## src/rtl/bytemem_pkg.sv

```systemverilog
package bytemem_pkg;

  typedef enum logic [1:0] {
    ACC_READ  = 2'd0,
    ACC_WORD  = 2'd1,
    ACC_BYTE  = 2'd2
  } acc_e;

  localparam int BYTE_W = 8;

endpackage

```

## src/rtl/bytemem_rst_sync.sv

```systemverilog
module bytemem_rst_sync (
  input  logic clk,
  input  logic rst_n,
  output logic rst_n_sync
);

  logic stage1_q;
  logic stage2_q;

  always_ff @(posedge clk or negedge rst_n) begin
    if (!rst_n) begin
      stage1_q <= 1'b0;
      stage2_q <= 1'b0;
    end else begin
      stage1_q <= 1'b1;
      stage2_q <= stage1_q;
    end
  end

  assign rst_n_sync = stage2_q;

endmodule

```

## src/rtl/bytemem_ctrl.sv

```systemverilog
module bytemem_ctrl
  import bytemem_pkg::*;
#(
  parameter int DATA_W = 32,
  parameter int IDX_W  = 8
) (
  input  logic [IDX_W-1:0]                  addr_lo,
  input  logic [DATA_W-1:0]                 wr_data,
  input  logic                              wr_word,
  input  logic                              wr_byte,
  output logic [IDX_W-$clog2(DATA_W/BYTE_W)-1:0] row,
  output logic [DATA_W/BYTE_W-1:0]          lane_we,
  output logic [DATA_W/BYTE_W-1:0][BYTE_W-1:0] lane_data,
  output logic                              mis_align
);

  localparam int LANES  = DATA_W / BYTE_W;
  localparam int LANE_W = $clog2(LANES);

  acc_e              acc;
  logic [LANE_W-1:0] ofs;
  logic              aligned;

  assign ofs     = addr_lo[LANE_W-1:0];
  assign row     = addr_lo[IDX_W-1:LANE_W];
  assign aligned = (ofs == '0);

  // word control has priority over byte control
  always_comb begin
    if (wr_word)      acc = ACC_WORD;
    else if (wr_byte) acc = ACC_BYTE;
    else              acc = ACC_READ;
  end

  assign mis_align = (acc != ACC_BYTE) && !aligned;

  for (genvar l = 0; l < LANES; l++) begin : g_lane
    always_comb begin
      lane_we[l]   = 1'b0;
      lane_data[l] = wr_data[BYTE_W-1:0];
      unique case (acc)
        ACC_WORD: begin
          lane_we[l]   = aligned;
          lane_data[l] = wr_data[(LANES-1-l)*BYTE_W +: BYTE_W];
        end
        ACC_BYTE: begin
          lane_we[l]   = (ofs == LANE_W'(l));
          lane_data[l] = wr_data[BYTE_W-1:0];
        end
        default: begin
          lane_we[l]   = 1'b0;
          lane_data[l] = wr_data[BYTE_W-1:0];
        end
      endcase
    end
  end

endmodule

```

## src/rtl/bytemem_array.sv

```systemverilog
module bytemem_array
  import bytemem_pkg::*;
#(
  parameter int DATA_W = 32,
  parameter int ROWS   = 64
) (
  input  logic                                 clk,
  input  logic                                 rst_n,
  input  logic [$clog2(ROWS)-1:0]              row,
  input  logic [DATA_W/BYTE_W-1:0]             lane_we,
  input  logic [DATA_W/BYTE_W-1:0][BYTE_W-1:0] lane_data,
  output logic [DATA_W-1:0]                    rd_data
);

  localparam int LANES = DATA_W / BYTE_W;
  localparam int ROW_W = $clog2(ROWS);

  logic [BYTE_W-1:0] cell_q [ROWS][LANES];
  logic [BYTE_W-1:0] cell_d [ROWS][LANES];
  logic              cell_en[ROWS][LANES];

  for (genvar r = 0; r < ROWS; r++) begin : g_row
    for (genvar l = 0; l < LANES; l++) begin : g_cell
      always_comb begin
        cell_en[r][l] = lane_we[l] && (row == ROW_W'(r));
        cell_d[r][l]  = lane_data[l];
      end

      always_ff @(posedge clk or negedge rst_n) begin
        if (!rst_n) begin
          cell_q[r][l] <= '0;
        end else if (cell_en[r][l]) begin
          cell_q[r][l] <= cell_d[r][l];
        end
      end
    end
  end

  for (genvar l = 0; l < LANES; l++) begin : g_rd
    assign rd_data[(LANES-1-l)*BYTE_W +: BYTE_W] = cell_q[row][l];
  end

endmodule

```

## src/rtl/bytemem.sv

```systemverilog
module bytemem
  import bytemem_pkg::*;
#(
  parameter int ADDR_W      = 32,
  parameter int DATA_W      = 32,
  parameter int DEPTH_BYTES = 256
) (
  input  logic              clk,
  input  logic              rst_n,
  input  logic [ADDR_W-1:0] addr,
  input  logic [DATA_W-1:0] wr_data,
  input  logic              wr_word,
  input  logic              wr_byte,
  output logic [DATA_W-1:0] rd_data,
  output logic              mis_align
);

  localparam int LANES  = DATA_W / BYTE_W;
  localparam int LANE_W = $clog2(LANES);
  localparam int IDX_W  = $clog2(DEPTH_BYTES);
  localparam int ROWS   = DEPTH_BYTES / LANES;
  localparam int ROW_W  = IDX_W - LANE_W;

  logic                          rst_n_sync;
  logic [ROW_W-1:0]              row;
  logic [LANES-1:0]              lane_we;
  logic [LANES-1:0][BYTE_W-1:0]  lane_data;
  logic                          unused_hi;

  assign unused_hi = ^addr[ADDR_W-1:IDX_W];

  bytemem_rst_sync u_rst (
    .clk        (clk),
    .rst_n      (rst_n),
    .rst_n_sync (rst_n_sync)
  );

  bytemem_ctrl #(
    .DATA_W (DATA_W),
    .IDX_W  (IDX_W)
  ) u_ctrl (
    .addr_lo   (addr[IDX_W-1:0]),
    .wr_data   (wr_data),
    .wr_word   (wr_word),
    .wr_byte   (wr_byte),
    .row       (row),
    .lane_we   (lane_we),
    .lane_data (lane_data),
    .mis_align (mis_align)
  );

  bytemem_array #(
    .DATA_W (DATA_W),
    .ROWS   (ROWS)
  ) u_array (
    .clk       (clk),
    .rst_n     (rst_n_sync),
    .row       (row),
    .lane_we   (lane_we),
    .lane_data (lane_data),
    .rd_data   (rd_data)
  );

endmodule

```

## config.mk

```make
export PLATFORM = sky130hd
export DESIGN_NAME = bytemem
export DESIGN_NICKNAME = d
export VERILOG_FILES = /design/src/rtl/bytemem_pkg.sv /design/src/rtl/bytemem_rst_sync.sv /design/src/rtl/bytemem_ctrl.sv /design/src/rtl/bytemem_array.sv /design/src/rtl/bytemem.sv
export SDC_FILE = /design/constraint.sdc
export NUM_CORES = 2
export LEC_CHECK = 0
export BUFFER_PORTS_ARGS = -buffer_cell sky130_fd_sc_hd__buf_2
export CAP_MARGIN = 20
export CELL_PAD_IN_SITES_DETAIL_PLACEMENT = 0
export CELL_PAD_IN_SITES_GLOBAL_PLACEMENT = 1
export CORE_UTILIZATION = 52
export CTS_CLUSTER_DIAMETER = 150
export DETAILED_ROUTE_END_ITERATION = 8
export GPL_TIMING_DRIVEN = 0
export PLACE_DENSITY = 0.9
export SYNTH_ARGS = -nofsm -noshare
export SYNTH_HDL_FRONTEND = slang
export SYNTH_SLANG_ARGS = --single-unit
```

## constraint.sdc

```tcl
create_clock -name clk -period 69.3 [get_ports clk]
set_input_delay 6.93 -clock clk [delete_from_list [all_inputs] [get_ports clk]]
set_output_delay 6.93 -clock clk [all_outputs]
set_load 0.01 [all_outputs]
```

; Word-level counts from Yosys, hierarchy flattened
; Cells that the tools add are included.
[word_totals]
register_bits = 2050
inputBits = 68
[classes]
n_lt_le_gt_ge = 1
eq_ne = 69
n_mux = 12
bitwise = 1
n_reduce_logical = 261
[op_table]
columns = cell, count
row1 = $logic_and 1x1->1, 257
row2 = $bmux 32 s6, 1
row3 = $eq 6x6->1 const B, 32
row4 = $eq 6x5->1 const B, 16
row5 = $mux 32, 2
row6 = $eq 6x4->1 const B, 8
row7 = $eq 6x3->1 const B, 4
row8 = $mux 8, 3
row9 = $eq 6x2->1 const B, 2
row10 = $ge 7x7->1 const B, 1
row11 = $not 6->7, 1
row12 = $eq 2x2->1 const B, 3
row13 = $eq 6x1->1 const B, 1
row14 = $logic_not 6->1, 1
row15 = $pmux 1 s2, 3
row16 = $eq 2x1->1 const B, 2
row17 = $mux 2, 2
row18 = $logic_not 2->1, 1
row19 = $ne 2x2->1 const B, 1
row20 = $reduce_or 2->1, 1
row21 = $logic_not 1->1, 1
row22 = $mux 1, 1

; Logic depth before layout (Yosys ltp)
[logic_depth]
depth_word = 6
mapped_depth = 10
mapped_depth_nobuf = 4

; Hierarchy
; Synthesis repeated with hierarchy kept, for this count alone.
[unflattened]
hier_cells = 5885
hier_area_um2 = 93282.0
[modules_own_cells]
columns = module, n_inst, cells_per_inst, area_per_inst_um2, seq_area_each_um2
row1 = bytemem_array, 1, 5798, 92757.7, 51249.2
row2 = bytemem_ctrl, 1, 84, 470.5, 0.0
row3 = bytemem_rst_sync, 1, 3, 53.8, 50.0

; Worst setup path before layout
; OpenSTA, ideal clock, no wires.
[synth_path]
kind = in2out
start = in addr[3]
end = out rd_data[13]
arrival_ps = 8904
required_time_ps = 62370
setup_slack_ps = 53466
stages = 8
path_cell_list = buf_2 > buf_2 > buf_2 > clkbuf_1 > mux4_2 > a22oi_1 > a21oi_1 > or4_1
[synth_via]
elab_chain_cells = 4
[synth_rtl]
columns = item, line_no
row1 = "start, declared", bytemem.sv:10  ; input logic [ADDR_W-1:0] addr,
row2 = $not 6->7 (not written as such), bytemem_array.sv:40  ; assign rd_data[(LANES-1-l)*BYTE_W +: BYTE_W] = cell_q[row][l];
row3 = $bmux 32 s6, bytemem_array.sv:40
row4 = $mux 32 (2 in a row), --
row5 = "end, declared", bytemem.sv:14  ; output logic [DATA_W-1:0] rd_data,
; No other way between the ends. The select of a mux whose other input is x is not followed.

; Final worst setup path
[layout_path]
start = in addr[3]
end = out rd_data[12]
; Same word-level chain as after synthesis.

==> impl_metrics.env <==
export IMPL_setup_viol=0
export IMPL_async_flop_share_pct=100
export IMPL_critPathKind="in -> out"
export IMPL_insertion_delay_ns=0.89
export IMPL_setup_slack_ns=51.27
export IMPL_cpMaxStageDelayCell="clkbuf_1"
export IMPL_clockRootBuffer="clkbuf_16"
export IMPL_final_net_count=8048
export IMPL_die_width_um=425
export IMPL_final_max_slew_viol_count=0
export IMPL_yosysMostFrequentCell="dfrtp_1"
export IMPL_h_tree_depth=4
export IMPL_max_stage_delay_ns=0.89
export IMPL_crit_arrival_ns=11.10
export IMPL_seq_power_share_pct=46.4
export IMPL_cts_setup_buffers=0
export IMPL_cp_start_kind="input port"
export IMPL_die_area_mm2=0.181
export IMPL_hp_class="reg -> async"
export IMPL_p_clk_share_pct=40.9
export IMPL_switching_power_uw=798
export IMPL_clockBufferDepth=3
export IMPL_syn2layout_area_growth_pct=13.1
export IMPL_core_area_mm2=0.177
export IMPL_fin_cells=10500
export IMPL_clock_skew_ns=0.0464
export IMPL_io_pins=101
export IMPL_path_max_fanout=10
export IMPL_dr_pass1_iters=9
export IMPL_grt_pass1_vias=70300
export IMPL_vdd_ir_drop_max_mv=0.0228
export IMPL_worstMarginPinSlew_ns=1.27
export IMPL_drc_errors=1
export IMPL_grt_usage_pct=37.7
export IMPL_maxCapViolCount=0
export IMPL_regToRegStartpoint="u_rst.rst_n_sync"
export IMPL_required_ns=62.37
export IMPL_slew_headroom_pct=15.4
export IMPL_leakagePower_uw=0.0463
export IMPL_violations="design-rule violations"
export IMPL_synth_commonest_cells="2050 x dfrtp_1, 1174 x a21oi_1, 1026 x nor2_1"
export IMPL_worstRegToRegCells=8
export IMPL_crit_family="buffers and inverters"
export IMPL_ant_nets=0
export IMPL_r2r_setup_slack_ns=65.86
export IMPL_rsz0062_at_grt="no"
export IMPL_combinationalPowerShare_pct=12.7
export IMPL_detail_route_vias_per_cell=6.75
export IMPL_power_density_mw_per_mm2=27.9
export IMPL_r2r_end="u_array.cell_q[1621]"
export IMPL_worst_path_most_repeated_cell="buf_2"
export IMPL_row_count=154
export IMPL_synth_edf_count=0
export IMPL_multi_input_comb_area_mm2=0.0386
export IMPL_overflow=0
export IMPL_vias=71000
export IMPL_cts_clk_slew_worst_paths_ns=0.06
export IMPL_synth_fp_nets=7682
export IMPL_place_ws_ns=51.48
export IMPL_dp_cells=10100
export IMPL_p_sw_share_pct=27.2
export IMPL_antenna_found_initial=34
export IMPL_ys_ff_latch=2050
export IMPL_die_h_um=425
export IMPL_endpoint_kind="primary output"
export IMPL_ys_types=41
export IMPL_seqCellArea_mm2=0.0513
export IMPL_cts_tree="yes"
export IMPL_yosysTopAreaCellShare_pct=55.1
export IMPL_outcome="complete, but fails checks"
export IMPL_numPortBuffers=74
export IMPL_ys_flop_type="dfrtp_1"
export IMPL_yosysWarnings=0
export IMPL_cts_buffers=209
export IMPL_cts_repair_resized=0
export IMPL_initial_utilization_pct=52.6
export IMPL_avgSynthCellArea_um2=12.2
export IMPL_fmax_mhz=55.5
export IMPL_period_needed_ns=18.03
export IMPL_yosysSeqAreaShare_pct=55.1
export IMPL_grt_pass1_wl_um=489000
export IMPL_cp_num_buf_inv=5
export IMPL_crit_path_start="addr[3]"
export IMPL_p_int_uw=2140
export IMPL_fin_tns_setup_ns=0
export IMPL_globalplace_congestion=1.02
export IMPL_grt_max_degree=76
export IMPL_num_fill_cells=13800
export IMPL_synth_top_area_cell="dfrtp_1"
export IMPL_drive_gt1_share_pct=24.5
export IMPL_drt_total_wl_um=340000
export IMPL_cts_sinks=2050
export IMPL_dpl_hpwl_um=244000
export IMPL_syn_instance_count=7614
export IMPL_wl_per_cell_um=32.3
export IMPL_netlist_area_mm2=0.0931
export IMPL_ys_top_cells_by_area="dfrtp_1 55%, mux4_2 12%, a21oi_1 6.3%"
export IMPL_fin_crit_sh_pct=26.0
export IMPL_final_hold_viol_count=0
export IMPL_crit_chain="buf_2 -> buf_2 -> buf_2 -> clkbuf_1 -> mux4_2 -> a22oi_1 -> a21oi_1 -> or4_1 -> buf_2"
export IMPL_initialDrtViolationCount=10300
export IMPL_holdBufCountCts=0
==> worst max-delay path by stage <==
stage | to | slack [ns] | cells past startpoint
after floorplan | u_array.cell_q[0] | 7.92 | 0
after global placement | u_array.cell_q[1621] | -11.83 | 0
after detailed placement | rd_data[5] | 51.48 | 9
after CTS | rd_data[5] | 51.48 | 9
after global routing | rd_data[3] | 51.35 | 9
final | rd_data[12] | 51.27 | 9
==> logic make-up (layout without fill, tap and decap cells) <==
group           after synthesis  after routing  share of synthesized area, %
compound gates             2075           2075                          14.9
flops                      2050           2050                          55.1
mux                        1024           1024                          18.6
other cells                   1             21                       0.00403
buf+inv                     705           1242                          3.48
simple gates               1759           1759                          8.00
==> registers in the layout, indices dropped and copies added, names as in the netlist <==
| signal | count |
|---|---|
| u_array.cell_q | 2048 |
| u_rst.rst_n_sync | 1 |
| u_rst.stage1_q | 1 |
==> per-layer routing <==
layer,GRT usage [%],part of all wire (%)
met5,0,0.071
met4,27.8,8.4
met3,13.9,13
met2,53.4,43
met1,47.6,36
==> cells in the final DEF (no fill, tap or decap), drive strengths merged, types with 33 or more instances in the layout <==
master	count
clkbuf	689
a21oi	1178
or4	33
dfrtp	2050
nor2	1027
buf	475
nand4	65
mux2	512
mux4	512
nand2	514
o21ai	512
clkinv	44
a22oi	256
a2111oi	128
nand3	44
==> cell type report <==
type,count,share of cell area [%]
sequential,2050,48.7
clock buffer,305,5.90
clock inverter,77,0.996
buffer,704,3.08
antenna,20,0.0475
tap,2340,2.78
multi-input combinational,4859,36.7
inverter,1,0.00356
timing repair buffer,155,1.86
==> stage by stage <==
stage | cell area (µm²) | total power [µW] | utilization, % | hold WS, ns
2_1_floorplan | 93100 | 1600 | - | 0.331
3_3_place_gp | 96400 | 1720 | 54.5 | 0.338
3_5_place_dp | 97800 | 1740 | 55.2 | 0.309
4_1_cts | 105000 | 2920 | 59.4 | 0.289
5_1_grt | 105000 | 3010 | 59.5 | 0.311
6_report | 105000 | 2940 | 59.5 | 0.274
==> power by group through the flow <==
stage | sequential, µW | combinational (µW) | clock [µW]
5_1_grt | 1370 | 392 | 1240
2_1_floorplan | 1390 | 215 | 0
6_report | 1360 | 373 | 1200
3_5_place_dp | 1380 | 359 | 0
3_3_place_gp | 1410 | 316 | 0
4_1_cts | 1360 | 361 | 1200
Note: power is estimated with default switching activity, not from simulation.
